### config.mk
export PLATFORM = sky130hd
export DESIGN_NAME = phy_mgmt_master
export DESIGN_NICKNAME = d
export VERILOG_FILES = /design/src/rtl/mgmt_pkg.sv /design/src/rtl/mgmt_req_arbiter.sv /design/src/rtl/mgmt_half_timer.sv /design/src/rtl/mgmt_frame_engine.sv /design/src/rtl/phy_mgmt_master.sv
export SDC_FILE = /design/constraint.sdc
export NUM_CORES = 1
export LEC_CHECK = 0
export BUFFER_PORTS_ARGS = -buffer_cell sky130_fd_sc_hd__buf_2
export CAP_MARGIN = 0
export CORE_MARGIN = 2
export CORE_UTILIZATION = 60
export DETAILED_ROUTE_END_ITERATION = 10
export GPL_TIMING_DRIVEN = 0
export PLACE_DENSITY_LB_ADDON = 0.05
export SKIP_CTS_REPAIR_TIMING = 1
export SLEW_MARGIN = 5
export SYNTH_ARGS = -nofsm -noshare
export SYNTH_HDL_FRONTEND = slang
export SYNTH_HIERARCHICAL = 1
export SYNTH_SLANG_ARGS = --single-unit
### constraint.sdc
create_clock -name clk -period 9.1 [get_ports clk]
set_input_delay 1.365 -clock clk [delete_from_list [all_inputs] [get_ports clk]]
set_output_delay 1.365 -clock clk [all_outputs]
set_load 0.01 [all_outputs]
### src/rtl/mgmt_pkg.sv
// Shared types and fixed code points for the management frame master.
// Assumes the frame layout start/opcode/addresses/turnaround/data is fixed.
package mgmt_pkg;

    typedef enum logic [1:0] {
        XF_WRITE = 2'd0,
        XF_READ  = 2'd1,
        XF_INIT  = 2'd2
    } xfer_kind_t;

    typedef enum logic [1:0] {
        ST_IDLE  = 2'd0,
        ST_SHIFT = 2'd1,
        ST_STOP  = 2'd2
    } eng_state_t;

    localparam logic [1:0] START_CODE = 2'b01;
    localparam logic [1:0] OPC_WRITE  = 2'b01;
    localparam logic [1:0] OPC_READ   = 2'b10;
    localparam logic [1:0] TA_DRIVEN  = 2'b10;
    localparam logic [1:0] TA_RELEASE = 2'b11;

endpackage

### src/rtl/mgmt_req_arbiter.sv
// Detects rising edges on the three request inputs and issues a single
// start pulse while the engine is idle. Priority is init, then read, then write.
// Assumes the requests are synchronous to clk.
module mgmt_req_arbiter
    import mgmt_pkg::*;
(
    input  logic       clk,
    input  logic       rst_n,
    input  logic       wr_req,
    input  logic       rd_req,
    input  logic       init_req,
    input  logic       idle,
    output logic       start,
    output xfer_kind_t kind
);

    logic [2:0] prev_q;
    logic [2:0] rise;

    // Remember last request levels; edges seen while busy are consumed here.
    always_ff @(posedge clk) begin
        if (!rst_n) prev_q <= 3'b000;
        else        prev_q <= {init_req, rd_req, wr_req};
    end

    assign rise = {init_req, rd_req, wr_req} & ~prev_q;

    // Pick the winning request by fixed priority.
    always_comb begin
        if (rise[2])      kind = XF_INIT;
        else if (rise[1]) kind = XF_READ;
        else              kind = XF_WRITE;
    end

    assign start = idle && (rise != 3'b000);

    // a taken request makes the engine busy, so no back-to-back start.
    assert_single_start_R7: assert property (@(posedge clk) disable iff (!rst_n)
        start |=> !start);

endmodule

### src/rtl/mgmt_half_timer.sv
// Produces a one-cycle tick at the end of each bus half period. The half
// length is latched on load; zero is promoted to one. Assumes load only
// occurs while run is low.
module mgmt_half_timer #(
    parameter int DIV_W = 16
) (
    input  logic             clk,
    input  logic             rst_n,
    input  logic             load,
    input  logic [DIV_W-1:0] div_in,
    input  logic             run,
    output logic             tick
);

    logic [DIV_W-1:0] half_q;
    logic [DIV_W-1:0] cnt_q;

    assign tick = run && (cnt_q == half_q - DIV_W'(1));

    // Latch the half length at load and count within each half period.
    always_ff @(posedge clk) begin
        if (!rst_n) begin
            half_q <= DIV_W'(1);
            cnt_q  <= '0;
        end else if (load) begin
            half_q <= (div_in == '0) ? DIV_W'(1) : div_in;
            cnt_q  <= '0;
        end else if (!run || tick) begin
            cnt_q  <= '0;
        end else begin
            cnt_q  <= cnt_q + DIV_W'(1);
        end
    end

    // the counter never reaches the latched half length.
    assert_count_bound_R2: assert property (@(posedge clk) disable iff (!rst_n)
        (half_q != '0) && (cnt_q < half_q));

endmodule

### src/rtl/mgmt_frame_engine.sv
// Serialises one management frame or the initialise run, drives the bus
// clock, controls the data line enable and collects read data. The bus clock
// is low for the first half of each bit and high for the second. Assumes a
// tick from the half timer marks each half-period boundary.
module mgmt_frame_engine
    import mgmt_pkg::*;
#(
    parameter int ADDR_W   = 5,
    parameter int DATA_W   = 16,
    parameter int PRE_BITS = 32
) (
    input  logic              clk,
    input  logic              rst_n,
    input  logic              start,
    input  xfer_kind_t        kind,
    input  logic [ADDR_W-1:0] phy_sel,
    input  logic [ADDR_W-1:0] reg_sel,
    input  logic [DATA_W-1:0] wr_word,
    input  logic              tick,
    input  logic              md_in,
    output logic              busy,
    output logic              mgmt_clk,
    output logic              md_out,
    output logic              md_oe,
    output logic [DATA_W-1:0] rd_word
);

    localparam int HDR_BITS   = 4 + 2 * ADDR_W;
    localparam int DAT_START  = HDR_BITS + 2;
    localparam int FRAME_BITS = DAT_START + DATA_W;
    localparam int SH_W       = (FRAME_BITS > PRE_BITS) ? FRAME_BITS : PRE_BITS;
    localparam int IDX_W      = $clog2(SH_W + 1);

    eng_state_t        state;
    xfer_kind_t        kind_q;
    logic              phase_hi;
    logic [IDX_W-1:0]  bit_idx;
    logic [IDX_W-1:0]  last_idx;
    logic [SH_W-1:0]   tx_q;
    logic [SH_W-1:0]   load_vec;
    logic [FRAME_BITS-1:0] frame;
    logic [DATA_W-1:0] rx_q;

    // Assemble the outgoing frame from the request fields.
    always_comb begin
        frame = {START_CODE,
                 (kind == XF_READ) ? OPC_READ : OPC_WRITE,
                 phy_sel, reg_sel,
                 (kind == XF_READ) ? TA_RELEASE : TA_DRIVEN,
                 (kind == XF_READ) ? {DATA_W{1'b0}} : wr_word};
        if (kind == XF_INIT) load_vec = '1;
        else                 load_vec = SH_W'(frame) << (SH_W - FRAME_BITS);
    end

    assign last_idx = (kind_q == XF_INIT) ? IDX_W'(PRE_BITS - 1) : IDX_W'(FRAME_BITS - 1);

    // Sequence bits and half periods; capture read data on bus clock rise.
    always_ff @(posedge clk) begin
        if (!rst_n) begin
            state    <= ST_IDLE;
            kind_q   <= XF_WRITE;
            phase_hi <= 1'b0;
            bit_idx  <= '0;
            tx_q     <= '0;
            rx_q     <= '0;
            rd_word  <= '0;
        end else begin
            unique case (state)
                ST_IDLE: begin
                    if (start) begin
                        state    <= ST_SHIFT;
                        kind_q   <= kind;
                        phase_hi <= 1'b0;
                        bit_idx  <= '0;
                        tx_q     <= load_vec;
                    end
                end
                ST_SHIFT: begin
                    if (tick && !phase_hi) begin
                        phase_hi <= 1'b1;
                        if (kind_q == XF_READ && bit_idx >= IDX_W'(DAT_START))
                            rx_q <= {rx_q[DATA_W-2:0], md_in};
                    end else if (tick) begin
                        phase_hi <= 1'b0;
                        if (bit_idx == last_idx) begin
                            state <= ST_STOP;
                        end else begin
                            bit_idx <= bit_idx + IDX_W'(1);
                            tx_q    <= tx_q << 1;
                        end
                    end
                end
                ST_STOP: begin
                    if (tick) begin
                        state <= ST_IDLE;
                        if (kind_q == XF_READ) rd_word <= rx_q;
                    end
                end
                default: state <= ST_IDLE;
            endcase
        end
    end

    assign busy     = (state != ST_IDLE);
    assign mgmt_clk = (state == ST_IDLE) || (state == ST_SHIFT && phase_hi);
    assign md_oe    = (state == ST_SHIFT) &&
                      ((kind_q == XF_WRITE) ||
                       (kind_q == XF_READ && bit_idx < IDX_W'(HDR_BITS)));
    assign md_out   = md_oe ? tx_q[SH_W-1] : 1'b1;

    // at rest the clock is high and the line is released.
    assert_idle_rest_R1: assert property (@(posedge clk) disable iff (!rst_n)
        !busy |-> (mgmt_clk && !md_oe && md_out));

    // the line changes only while the bus clock is low.
    assert_hold_high_R3: assert property (@(posedge clk) disable iff (!rst_n)
        (mgmt_clk && $past(mgmt_clk)) |-> ($stable(md_out) && $stable(md_oe)));

    // an initialise run never drives the line.
    assert_init_quiet_R5: assert property (@(posedge clk) disable iff (!rst_n)
        (busy && kind_q == XF_INIT) |-> !md_oe);

    // before busy falls, the clock was low with the line released.
    assert_stop_order_R6: assert property (@(posedge clk) disable iff (!rst_n)
        $fell(busy) |-> ($past(!mgmt_clk) && $past(!md_oe) && mgmt_clk));

    // the read result only moves at the end of a read.
    assert_rdword_hold_R9: assert property (@(posedge clk) disable iff (!rst_n)
        (state != ST_STOP || kind_q != XF_READ) |=> $stable(rd_word));

endmodule

### src/rtl/phy_mgmt_master.sv
// Top level of the serial PHY management frame master: request edge
// arbitration, half-period timer and frame engine. The data line is split
// into output value, output enable and input for the pad ring; a released
// line is assumed to be pulled high externally.
module phy_mgmt_master
    import mgmt_pkg::*;
#(
    parameter int DIV_W    = 16,
    parameter int ADDR_W   = 5,
    parameter int DATA_W   = 16,
    parameter int PRE_BITS = 32
) (
    input  logic              clk,
    input  logic              rst_n,
    input  logic [DIV_W-1:0]  div_count,
    input  logic              wr_req,
    input  logic              rd_req,
    input  logic              init_req,
    input  logic [ADDR_W-1:0] phy_sel,
    input  logic [ADDR_W-1:0] reg_sel,
    input  logic [DATA_W-1:0] wr_word,
    output logic [DATA_W-1:0] rd_word,
    output logic              busy,
    output logic              mgmt_clk,
    output logic              md_out,
    output logic              md_oe,
    input  logic              md_in
);

    logic       start;
    logic       tick;
    xfer_kind_t kind;

    mgmt_req_arbiter u_arb (
        .clk      (clk),
        .rst_n    (rst_n),
        .wr_req   (wr_req),
        .rd_req   (rd_req),
        .init_req (init_req),
        .idle     (!busy),
        .start    (start),
        .kind     (kind)
    );

    mgmt_half_timer #(.DIV_W(DIV_W)) u_timer (
        .clk    (clk),
        .rst_n  (rst_n),
        .load   (start),
        .div_in (div_count),
        .run    (busy),
        .tick   (tick)
    );

    mgmt_frame_engine #(
        .ADDR_W   (ADDR_W),
        .DATA_W   (DATA_W),
        .PRE_BITS (PRE_BITS)
    ) u_engine (
        .clk      (clk),
        .rst_n    (rst_n),
        .start    (start),
        .kind     (kind),
        .phy_sel  (phy_sel),
        .reg_sel  (reg_sel),
        .wr_word  (wr_word),
        .tick     (tick),
        .md_in    (md_in),
        .busy     (busy),
        .mgmt_clk (mgmt_clk),
        .md_out   (md_out),
        .md_oe    (md_oe),
        .rd_word  (rd_word)
    );

endmodule

# Word-level counts from Yosys, hierarchy flattened
# Cells that the tools add are included.
# W data, S select, Z words.
# word_totals
regBits	110
in_bits	48
out_inout_bits	20
elab_cells	85
# op_classes
add_sub_neg	3
order_cmp	2
eq_ne	14
mux	28
bitwise_logic	3
n_reduce_logical	25
# ops
op	count
$mux W32	5
$pmux W32 S2	1
$mux W16	2
$mux W6	4
$add A16 B1 Y16 const B	1
$eq A16 B16 Y1	1
$logic_not A16 Y1	1
$sub A16 B1 Y16 const B	1
$mux W2	7
$pmux W6 S2	1
$reduce_and A5 Y1	2
$reduce_and A3 Y1	3
$logic_and A1 B1 Y1	7
$add A6 B1 Y6 const B	1
$eq A2 B1 Y1 const B	3
$eq A6 B5 Y1 const B	1
$ge A6 B5 Y1 const B	1
$lt A6 B4 Y1 const B	1
$mux W1	6
$ne A2 B1 Y1 const B	3
$ne A2 B2 Y1 const B	3
$pmux W2 S3	1
$eq A2 B2 Y1 const B	2
$logic_not A2 Y1	2
other kinds (11)	15

# Longest topological paths before layout
# Gate-level depths: netlist of run 1.
# logic_depth
ltp_word	9
depth_mapped	15
ltp_nobuf	12

# Hierarchy
# The synthesis of run 1 kept the hierarchy.
# by_module_without_submodules
module	instances	cells_each	area_per_inst_um2	seq_area_each_um2
mgmt_frame_engine	1	379	3463.3	1501.4
mgmt_half_timer	1	218	1989.4	640.6
mgmt_req_arbiter	1	11	128.9	60.1
phy_mgmt_master	1	1	3.8	0.0

# Worst setup path after synthesis of run 1
# OpenSTA, ideal clock, no wires.
# synth_path
kind	reg-to-reg
start	reg u_timer.half_q[0]
end	reg u_engine.rx_q[10]
setup_time_ns	0.128
arrival_time_ns	3.691
required_time_ns	8.972
setup_slack_ns	5.281
path_stages_with_launch	15
n_path_buf	2
period_less_slack_ns	3.819
path_cell_list	dfxtp_1 -> inv_1 -> ha_1 -> nor3b_2 -> a21oi_1 -> or3b_2 -> a221o_1 -> nor4_4 -> buf_6 -> and2_1 -> nand3b_1 -> nor4_4 -> buf_6 -> mux2i_1 -> nor2_1
# synth_between
elab_chain_len	5
# synth_rtl
item	line	text
start: declaration	mgmt_half_timer.sv:15	logic [DIV_W-1:0] half_q;
start signal: assignment	mgmt_half_timer.sv:26	half_q <= (div_in == '0) ? DIV_W'(1) : div_in;
$sub A16 B1 Y16	mgmt_half_timer.sv:18	assign tick = run && (cnt_q == half_q - DIV_W'(1));
$eq A16 B16 Y1	mgmt_half_timer.sv:18	
$logic_and A1 B1 Y1	mgmt_half_timer.sv:18	
via tick	phy_mgmt_master.sv:31	logic tick;
$logic_and A1 B1 Y1	mgmt_frame_engine.sv:79	if (tick && !phase_hi) begin
$reduce_and A3 Y1 (no line)	--	
end signal: assignment	mgmt_frame_engine.sv:82	rx_q <= {rx_q[DATA_W-2:0], md_in};
end: declaration	mgmt_frame_engine.sv:42	logic [DATA_W-1:0] rx_q;
# The timed path passes the listed nets, and every way through them passes these cells.
# A chain may end at the register's enable or synchronous reset.

# Worst setup path after layout of run 1
# layout_path
start	reg u_timer.half_q[0]
end	reg u_engine.rx_q[8]
# Same word-level chain as after synthesis.

==> results of run 1 <==
power by group:
group | internal (mW) | total, mW | switching, mW | leakage, nW
registers | 0.507 | 0.526 | 0.0191 | 0.896
clock network | 0.108 | 0.291 | 0.183 | 0.0983
logic | 0.0861 | 0.197 | 0.111 | 1.43
total | 0.701 | 1.01 | 0.313 | 2.42
flip-flops by register name, summed over array words and instances (netlist names):
name	count
u_timer/cnt_q	16
u_engine/tx_q	32
u_engine/rd_word	16
u_engine/state	2
u_engine/bit_idx	6
u_arb/prev_q	3
u_timer/half_q	16
u_engine/kind_q	2
u_engine/rx_q	16
u_engine/phase_hi	1
cell usage in the layout (no fill, tap or decap), types with 4 or more instances in the layout:
cell	synthesis	routed
a211o_1	15	15
a211oi_1	4	4
a21oi_1	43	43
and3_1	5	5
and4_1	4	4
buf_1	4	4
buf_2	4	71
buf_4	4	4
buf_6	10	10
clkbuf_1	23	23
clkbuf_8	0	9
dfxtp_1	110	110
ha_1	6	6
inv_1	10	10
mux2i_1	50	50
nand2_1	35	35
nand2b_1	4	4
nand3_1	25	25
nand4_1	5	5
nor2_1	77	77
nor2b_1	20	20
nor3_1	17	17
nor4_1	20	20
o211ai_1	4	4
o21ai_0	7	7
o41ai_2	10	10
xnor2_1	24	24
xor2_1	8	8
how the worst max path moves through the flow:
| stage | from | end | depth (start not counted) |
|---|---|---|---|
| floorplan | u_timer/half_q[0] | u_engine/rx_q[10] | 14 |
| global placement | u_timer/half_q[0] | u_engine/rx_q[10] | 14 |
| detailed placement | u_timer/half_q[0] | u_engine/rx_q[12] | 14 |
| CTS | u_timer/half_q[0] | u_engine/rx_q[12] | 14 |
| global route | u_timer/half_q[0] | u_engine/rx_q[9] | 14 |
| finish | u_timer/half_q[0] | u_engine/rx_q[8] | 14 |
logic make-up after synthesis:
group	count (synthesis)
adders and majority gates	6
and+or+nand+nor	242
muxes	50
xor gates and xnor gates	33
AOI/OAI and AO/OA	111
buffers and inverters	57
DFF	110
cell type report:
class                   count  area [um^2]
clock inverters             7         82.6
flip-flops and latches    110         2200
clock buffers               9          124
well taps                 111          139
multi-input cells         442         3070
fillers                   771         2890
inverters                  11         41.3
plain buffers              46          269
repair buffers             67          335
through the flow:
| stage | setup WS, ps | hold WS [ps] | utilization (%) |
|---|---|---|---|
| 6_report | 4570 | 462 | 68.5 |
| 5_1_grt | 4140 | 495 | 68.5 |
| 4_1_cts | 4560 | 465 | 68.5 |
| 3_5_place_dp | 4620 | 448 | 66.2 |
| 3_3_place_gp | 4690 | 440 | 66.2 |
| 2_1_floorplan | 5280 | 432 | - |
per-layer routing:
metal	vias to the layer above	track usage (%)	part of all wire, %
met5	-	0	0
met4	0	5.80	0.82
met3	10	4.37	3.2
met2	86	44.1	49
met1	2251	34.7	47
li1	2334	-	-
critical path, cell delays in order (launching register included):
cell and delay, ps:
dfxtp_1 380, inv_1 80, ha_1 260, nor3b_2 460
a21oi_1 120, or3b_2 450, a221o_1 370, nor4_4 540
buf_6 220, and2_1 260, nand3b_1 210, nor4_4 540
buf_6 260, mux2i_1 200, nor2_1 60
==> summary.txt, run 1 <==
STA
  • Slew Limit Fails: 0
  • Final Hold Violating Endpoints: 0
  • Worst-Margin Slew: 712 ps
  • Setup TNS Final: 0 ps
  • Post-route clock period utilization: 49.7%
  • Final Skew: 17.1 ps
  • Post-layout min period: 4530 ps
  • Headroom to the max-slew limit: 52.5%
  • Count of final setup violators: 0
  • Fmax: 0.221 GHz
  • Unrepaired setup endpoints after global routing: false

Synth
  • Syn nets: 663
  • Largest family of logic cells by synthesized area: simple AND/OR/NAND/NOR gates
  • Most common cell in the netlist: dfxtp_1
  • Asr flop ratio synth: 0%
  • Post-synth EDFFs: 0
  • Most frequent cells after synthesis: 110 x dfxtp_1, 77 x nor2_1, 50 x mux2i_1, 43 x a21oi_1, 35 x nand2_1
  • Synth Area in Compound Gates: 15.7%
  • Simple-Gate Fraction of Synth Area: 23.5%
  • Fraction of the yosys area taken by sequential cells: 39.4%
  • Post-synthesis adder-cell area fraction: 1.34%
  • Post-synth top flop: dfxtp_1
  • Cell area after synthesis: 5590 um^2
  • Synthesized instance count: 609
  • YS warnings: 6
  • Post-synth top area share: 39.4%
  • XOR/XNOR share of the synthesized area: 5.42%
  • Yosys reg bits: 110
  • Post-Syn Area per Cell: 9.17 um^2
  • Top post-synthesis cells by area: dfxtp_1 39%, mux2i_1 9.0%, nor2_1 5.2%
  • Most area-hungry cell type in the Yosys netlist: dfxtp_1
  • Distinct cell type count after synthesis: 68
  • Mux cell area share after synthesis: 8.96%

Die
  • Die width: 100 um
  • Core area: 9150 um^2
  • Die Y: 100 um
  • Die Area: 10100 um^2
  • Starting Density: 61.0%
  • Row cnt: 35
  • Ports: 68

Global routing
  • Total track usage: 25.9%
  • First-pass GRT wire length: 21300 um
  • Largest net degree at the start of global routing: 22
  • Initial antenna violation count: 0
  • Overflow after GRT: 0
  • Vias in the first global route: 4426

Place
  • Inst Count DP: 787
  • Number of port buffers: 67
  • Post-placement cell area: 6060 um^2
  • GPL Wtd Cong: 0.925
  • HPWL Detailed: 9130 um

Setup path
  • Setup CP Type: reg2reg
  • Critical Path AT: 4790 ps
  • R2R Path Start: u_timer/half_q[0]
  • Endpoint type of the worst setup path: flop
  • Setup slack, reg-to-reg: 4570 ps
  • Reg2reg path depth: 14
  • Crit path max fanout: 10
  • Required time of the critical path: 9360 ps
  • R2r endpoint: u_engine/rx_q[8]
  • Element type at the critical path start: flop

Clocking
  • Clk Latency, worst-skew pair: 380 ps
  • H-tree lvl count: 3
  • Worst-path clk slew: 120 ps
  • Clock Path Buffers: 2
  • # clock sinks: 110
  • Number of CTS-inserted buffers: 9
  • Clk Tree Root Cell: clkbuf_8
  • TritonCTS clock tree: yes

Power
  • Power Total: 1.01 mW
  • Worst vdd ir: 87.9 uV
  • Pleak: 2.42 nW
  • Cell Pwr Density: 162 nW/um^2

Detailed routing
  • Routed wire per std cell: 15.7 um
  • Via/cell ratio: 5.83
  • Detailed router's first-iteration violation count: 209
  • Final wirelength: 12600 um
  • Drt drc: 0
  • Vias: 4681
  • DRT antenna net count: 0
  • Pre-antenna DRT Iters: 4

Run status
  • Outcome: finished, final reports clean

Final layout
  • Final net count: 741
  • Diode count: 0
  • Non-filler cells in the finished layout: 803
  • Final design instance area without fill: 6270 um^2
  • Area growth, synth to finish: 12.2%
  • Fraction of layout cells with a size suffix above 1: 19.1%

Min path
  • Worst Hold Class: reg2reg
  • Hold path endpoint: u_engine/tx_q[9]
  • HP Start: u_engine/tx_q[9]
  • Hold path cells: 2

Flow run
  • Maxcap violations: 0
Note: power is estimated with default switching activity, not from simulation.
==> run 2: changes to the inputs <==
- CORE_UTILIZATION: 60 -> 58
- clock period: 9.1 -> 4.3 ns (I/O delays scaled with it)
==> run 2 against run 1 <==
Fmax up 14%. Global-route usage shrank 0.44 points. Utilization shrank 0.13 points. First-iteration DRC count down 8.1%. Die area rose by 3.3%. Sequential cell count did not move. Register-to-register slack worse by 4300 ps. Combinational power is 110% higher.
==> summary.txt, run 2 (synthesis gave the netlist of run 1 again) <==
Run status
  • Outcome: finished, final reports clean

STA
  • Headroom to the max-slew limit: 52.2% (-0.28 points)
  • Final Hold Violating Endpoints: 0 (unchanged)
  • Fmax: 0.251 GHz (+14%)
  • Post-layout min period: 3980 ps (-548 ps)
  • Worst-Margin Slew: 717 ps (+4.16 ps)
  • Slew Limit Fails: 0 (unchanged)
  • Unrepaired setup endpoints after global routing: false
  • Post-route clock period utilization: 92.5% (+43 points)
  • Hold slack: 465 ps (+2.63 ps)
  • Setup TNS Final: 0 ps (unchanged)
  • Count of final setup violators: 0 (unchanged)
  • Final Skew: 21.4 ps (+4.26 ps)

Detailed routing
  • Drt drc: 0 (unchanged)
  • Final wirelength: 12700 um (+0.85%)
  • Routed wire per std cell: 15.4 um (-2.2%)
  • Detailed router's first-iteration violation count: 192 (-8.1%)
  • Via/cell ratio: 5.72 (-1.9%)
  • DRT antenna net count: 0 (unchanged)
  • Pre-antenna DRT Iters: 4 (unchanged)
  • Vias: 4735 (+1.2%)

Setup path
  • Required time of the critical path: 4570 ps (-4790 ps)
  • Crit path max fanout: 10 (unchanged)
  • Critical Path AT: 4250 ps (-540 ps)
  • Element type at the critical path start: flop
  • Setup CP Type: reg2reg
  • Endpoint type of the worst setup path: flop

Final layout
  • Reg with most FFs: u_engine/tx_q
  • Final design instance area without fill: 6340 um^2 (+1.2%)
  • Most frequent cells in the layout: 110 x dfxtp_1, 77 x nor2_1, 71 x buf_2, 50 x mux2i_1, 43 x a21oi_1
  • Max reg flops: 32 (unchanged)
  • Area growth, synth to finish: 13.6%
  • Final net count: 748 (+0.94%)
  • Non-filler cells in the finished layout: 828 (+3.1%)
  • Diode count: 0 (unchanged)
  • Most common cell after layout, fill and taps aside: dfxtp_1
  • Fraction of layout cells with a size suffix above 1: 19.9% (+0.81 points)

Clocking
  • TritonCTS clock tree: yes
  • H-tree lvl count: 3 (unchanged)
  • Clk Latency, worst-skew pair: 380 ps (about the same)
  • Worst-path clk slew: 120 ps (about the same)
  • # clock sinks: 110 (unchanged)
  • Number of CTS-inserted buffers: 9 (unchanged)
  • Clock Path Buffers: 2 (unchanged)
  • Clk Tree Root Cell: clkbuf_8

Global routing
  • Vias in the first global route: 4529 (+2.3%)
  • Overflow after GRT: 0 (unchanged)
  • First-pass GRT wire length: 21300 um (+0.13%)
  • Initial antenna violation count: 0 (unchanged)
  • Largest net degree at the start of global routing: 22 (unchanged)
  • Total track usage: 25.5% (-0.44 points)

Power
  • P_sw: 0.674 mW (+120%)
  • Cell Pwr Density: 341 nW/um^2 (+110%)
  • Sequential Power Share: 51.4% (-0.5 points)
  • Sw Share: 31.2% (+0.36 points)
  • Worst vdd ir: 253 uV (+190%)
  • Pleak: 2.46 nW (+1.6%)
  • Clk network pwr share: 29.1% (+0.4 points)
  • Cell-internal power: 1.49 mW (+110%)
  • Logic pwr share: 19.4% (about the same)
  • Power Total: 2.16 mW (+110%)

Die
  • Die Y: 102 um (+1.6%)
  • Row cnt: 35 (unchanged)
  • Ports: 68 (unchanged)
  • Starting Density: 60.2% (-0.86 points)
  • Die Area: 10400 um^2 (+3.3%)
  • Core area: 9280 um^2 (+1.4%)
  • Die width: 102 um (+1.6%)

Place
  • GPL Wtd Cong: 0.902 (-2.5%)
  • Number of port buffers: 67 (unchanged)
  • Inst Count DP: 805 (+2.3%)
  • HPWL Detailed: 9200 um (+0.82%)
  • Post-placement cell area: 6080 um^2 (+0.37%)

Min path
  • Worst Hold Class: reg2reg

Flow run
  • Maxcap violations: 0 (unchanged)
==> run 2: cell count changes in the layout (fill, tap and decap cells not counted), sizes merged <==
cell,change
inv,+4
clkinv,-3
clkinvlp,-1
buf,+7
==> run 2: area by class of cell <==
class                      count  area [um^2]
sequential                   110         2200
timing repair buffer          74          388
inverter                      11         41.3
clock buffer                   9          124
clock inverter                 7         73.8
tap                          129          161
fill                         805         2940
multi-input combinational    442         3080
buffer                        46          269
==> run 2: metrics by stage <==
step | setup WS, ps | util, %
finish | 321 | 68.3
global route | 21.9 | 68.3
CTS | -223 | 67.6
detailed placement | -175 | 65.5
global placement | -102 | 65.5
floorplan | 481 | -
==> run 2: routing by layer <==
layer | global-route usage (%) | up-vias | part of all wire [%]
met3 | 4.92 | 18 | 4.5
met5 | 0 | - | 0
li1 | - | 2351 | -
met2 | 43.0 | 114 | 48
met4 | 8.10 | 0 | 1.4
met1 | 33.0 | 2252 | 47
==> run 2: final timing paths <==
| kind | start | to | slack (ps) | depth (start not counted) |
|---|---|---|---|---|
| setup reg to reg | u_timer/half_q[0] | u_engine/tx_q[25] | 320 | 14 |
| hold / removal | u_engine/tx_q[16] | u_engine/tx_q[16] | 460 | 2 |
| setup / recovery | u_timer/half_q[0] | u_engine/tx_q[25] | 320 | 14 |
| hold reg to reg | u_engine/tx_q[16] | u_engine/tx_q[16] | 460 | 2 |
==> run 2: power by group through the flow <==
stage	registers [mW]	logic, mW	clock network, mW
global placement	1.13	0.402	0
floorplan	1.12	0.314	0
detailed placement	1.13	0.415	0
CTS	1.11	0.416	0.651
finish	1.11	0.420	0.630
global route	1.12	0.464	0.683
==> run 2: critical path, stage by stage (launching register included) <==
cell	delay (ps)
dfxtp_1	390
inv_1	80
ha_1	260
nor3b_4	370
a21oi_1	110
or3b_2	460
a221o_1	370
nor4_4	280
buf_6	200
and2_1	260
and4b_1	220
buf_4	150
o32ai_4	160
buf_6	210
o41ai_2	330
==> run 3: changes to the inputs <==
- RECOVER_POWER: not set -> 25
==> run 3 against run 2 <==
Clock skew decreased by 1.7 ps. Fmax decreased by 0.12%. Highest routed layer unchanged. First-iteration DRC count increased by 12%. Sequential power about the same. Combinational power about the same. Sequential cell count unchanged.
==> summary.txt, run 3 (synthesis gave the netlist of run 1 again) <==
Run status
  • Outcome: finished, final reports clean

Final layout
  • Fraction of layout cells with a size suffix above 1: 16.6% (-3.3 points)
  • Most frequent cells in the layout: 110 x dfxtp_1, 77 x nor2_1, 50 x mux2i_1, 49 x clkbuf_1, 48 x buf_2
  • Diode count: 0 (unchanged)
  • Seq. cell area: 2200 um^2 (unchanged)
  • Final core utilization: 68.0% (-0.31 points)
  • Max reg flops: 32 (unchanged)
  • Multi-input logic area: 3080 um^2 (unchanged)
  • Most common cell after layout, fill and taps aside: dfxtp_1
  • Filler cell count: 817 (+1.5%)
  • Reg with most FFs: u_engine/tx_q
  • Area growth, synth to finish: 13.1%
  • Final net count: 748 (unchanged)

Clocking
  • Clk Latency, worst-skew pair: 380 ps (about the same)
  • Number of CTS-inserted buffers: 9 (unchanged)
  • Clock Path Buffers: 2 (unchanged)
  • H-tree lvl count: 3 (unchanged)
  • Clk Tree Root Cell: clkbuf_8
  • # clock sinks: 110 (unchanged)
  • Worst-path clk slew: 120 ps (about the same)
  • TritonCTS clock tree: yes

Die
  • Core area: 9280 um^2 (unchanged)
  • Ports: 68 (unchanged)
  • Die Y: 102 um (unchanged)
  • Die Area: 10400 um^2 (unchanged)
  • Row cnt: 35 (unchanged)
  • Starting Density: 60.2% (unchanged)
  • Die width: 102 um (unchanged)

Setup path
  • Critical Path AT: 4260 ps (about the same)
  • Setup CP Type: reg2reg
  • Critical path cell sequence: inv_1 -> ha_1 -> nor3b_4 -> a21oi_1 -> or3b_2 -> a221o_1 -> nor4_4 -> buf_6 -> and2_1 -> and4b_1 -> buf_4 -> o32ai_4 -> buf_6 -> o41ai_2
  • Crit path from: u_timer/half_q[0]
  • Crit path max fanout: 10 (unchanged)
  • Most frequent CP cell: buf_6
  • Endpoint type of the worst setup path: flop
  • Slowest-stage cell, CP: or3b_2
  • Crit-path max cell delay: 460 ps (about the same)
  • Element type at the critical path start: flop
  • R2R Path Start: u_timer/half_q[0]
  • Required time of the critical path: 4570 ps (about the same)

STA
  • Final Skew: 19.6 ps (-1.74 ps)
  • Fmax: 0.251 GHz (-0.12%)
  • Count of final setup violators: 0 (unchanged)
  • Unrepaired setup endpoints after global routing: false
  • Hold slack: 465 ps (+0.681 ps)
  • Headroom to the max-slew limit: 52.2% (about the same)
  • Slew Limit Fails: 0 (unchanged)
  • Final Hold Violating Endpoints: 0 (unchanged)
  • Post-layout min period: 3980 ps (+4.91 ps)
  • Worst-Margin Slew: 717 ps (+0.443 ps)
  • Post-route clock period utilization: 92.6% (+0.11 points)

Detailed routing
  • Pre-antenna DRT Iters: 5 (+1)
  • Via/cell ratio: 5.73 (+0.17%)
  • Vias: 4743 (+0.17%)
  • DRT antenna net count: 0 (unchanged)
  • Final wirelength: 12800 um (+0.31%)
  • Drt drc: 0 (unchanged)
  • Detailed router's first-iteration violation count: 215 (+12%)
  • Routed wire per std cell: 15.4 um (+0.31%)

Min path
  • Worst Hold Class: reg2reg
  • HP Start: u_engine/tx_q[16]

Flow run
  • Maxcap violations: 0 (unchanged)

Place
  • Number of port buffers: 67 (unchanged)
  • GPL Wtd Cong: 0.902 (unchanged)
  • HPWL Detailed: 9200 um (unchanged)

Global routing
  • Initial antenna violation count: 0 (unchanged)
  • Overflow after GRT: 0 (unchanged)
  • Vias in the first global route: 4529 (unchanged)
  • Largest net degree at the start of global routing: 22 (unchanged)
  • First-pass GRT wire length: 21300 um (unchanged)
  • Total track usage: 25.5% (unchanged)

Power
  • Cell Pwr Density: 342 nW/um^2 (+0.44%)
  • Pleak: 2.37 nW (-3.7%)
  • Worst vdd ir: 251 uV (-0.72%)
-- run 3: changes by cell type in the layout (fill, tap and decap cells not counted) --
cell / previous run / this run
buf_2: 71 / 48
clkbuf_1: 23 / 49
buf_1: 4 / 1
-- run 3: per-stage QoR --
stage / cell area [um^2] / power, mW / setup WS [ps] / TNS, ps / cells
floorplan: 5590 / 1.44 / 481 / 0 / 609
global placement: 6080 / 1.53 / -102 / -1540 / 805
detailed placement: 6080 / 1.55 / -175 / -2680 / 805
CTS: 6280 / 2.18 / -223 / -3860 / 821
global route: 6310 / 2.26 / 21.9 / 0 / 828
finish: 6310 / 2.16 / 317 / 0 / 828
-- run 3: area by class of cell --
| type | count | share of cell area [%] |
|---|---|---|
| plain buffers | 46 | 4.22 |
| clock buffers | 9 | 1.96 |
| clock inverters | 7 | 1.17 |
| inverters | 11 | 0.654 |
| multi-input cells | 442 | 48.8 |
| flip-flops and latches | 110 | 34.9 |
| well taps | 129 | 2.56 |
| repair buffers | 74 | 5.73 |
-- run 3: path summary, 6_finish.rpt --
kind / to / slack, ps / cells past startpoint
max: u_engine/tx_q[25] / 320 / 14
min: u_engine/tx_q[16] / 470 / 2
max reg2reg: u_engine/tx_q[25] / 320 / 14
min reg2reg: u_engine/tx_q[16] / 470 / 2
-- run 3: power by group --
part | internal [mW] | switching [mW] | total [mW]
clock network | 0.232 | 0.399 | 0.630
registers | 1.07 | 0.0403 | 1.11
logic | 0.182 | 0.237 | 0.419
total | 1.49 | 0.676 | 2.16
-- run 3: worst max-delay path: cells and delay by family (launching register included) --
kind / cells / cell delay (ps)
simple gates: 5 / 1600
compound gates: 4 / 980
buf+inv: 4 / 640
flops: 1 / 390
fa+ha+maj: 1 / 260
-- run 3: per-layer routing --
metal / part of all wire [%] / GRT usage (%)
met5: 0 / 0
met4: 1.4 / 8.10
met3: 4.4 / 4.92
met2: 47 / 43.0
met1: 47 / 33.0
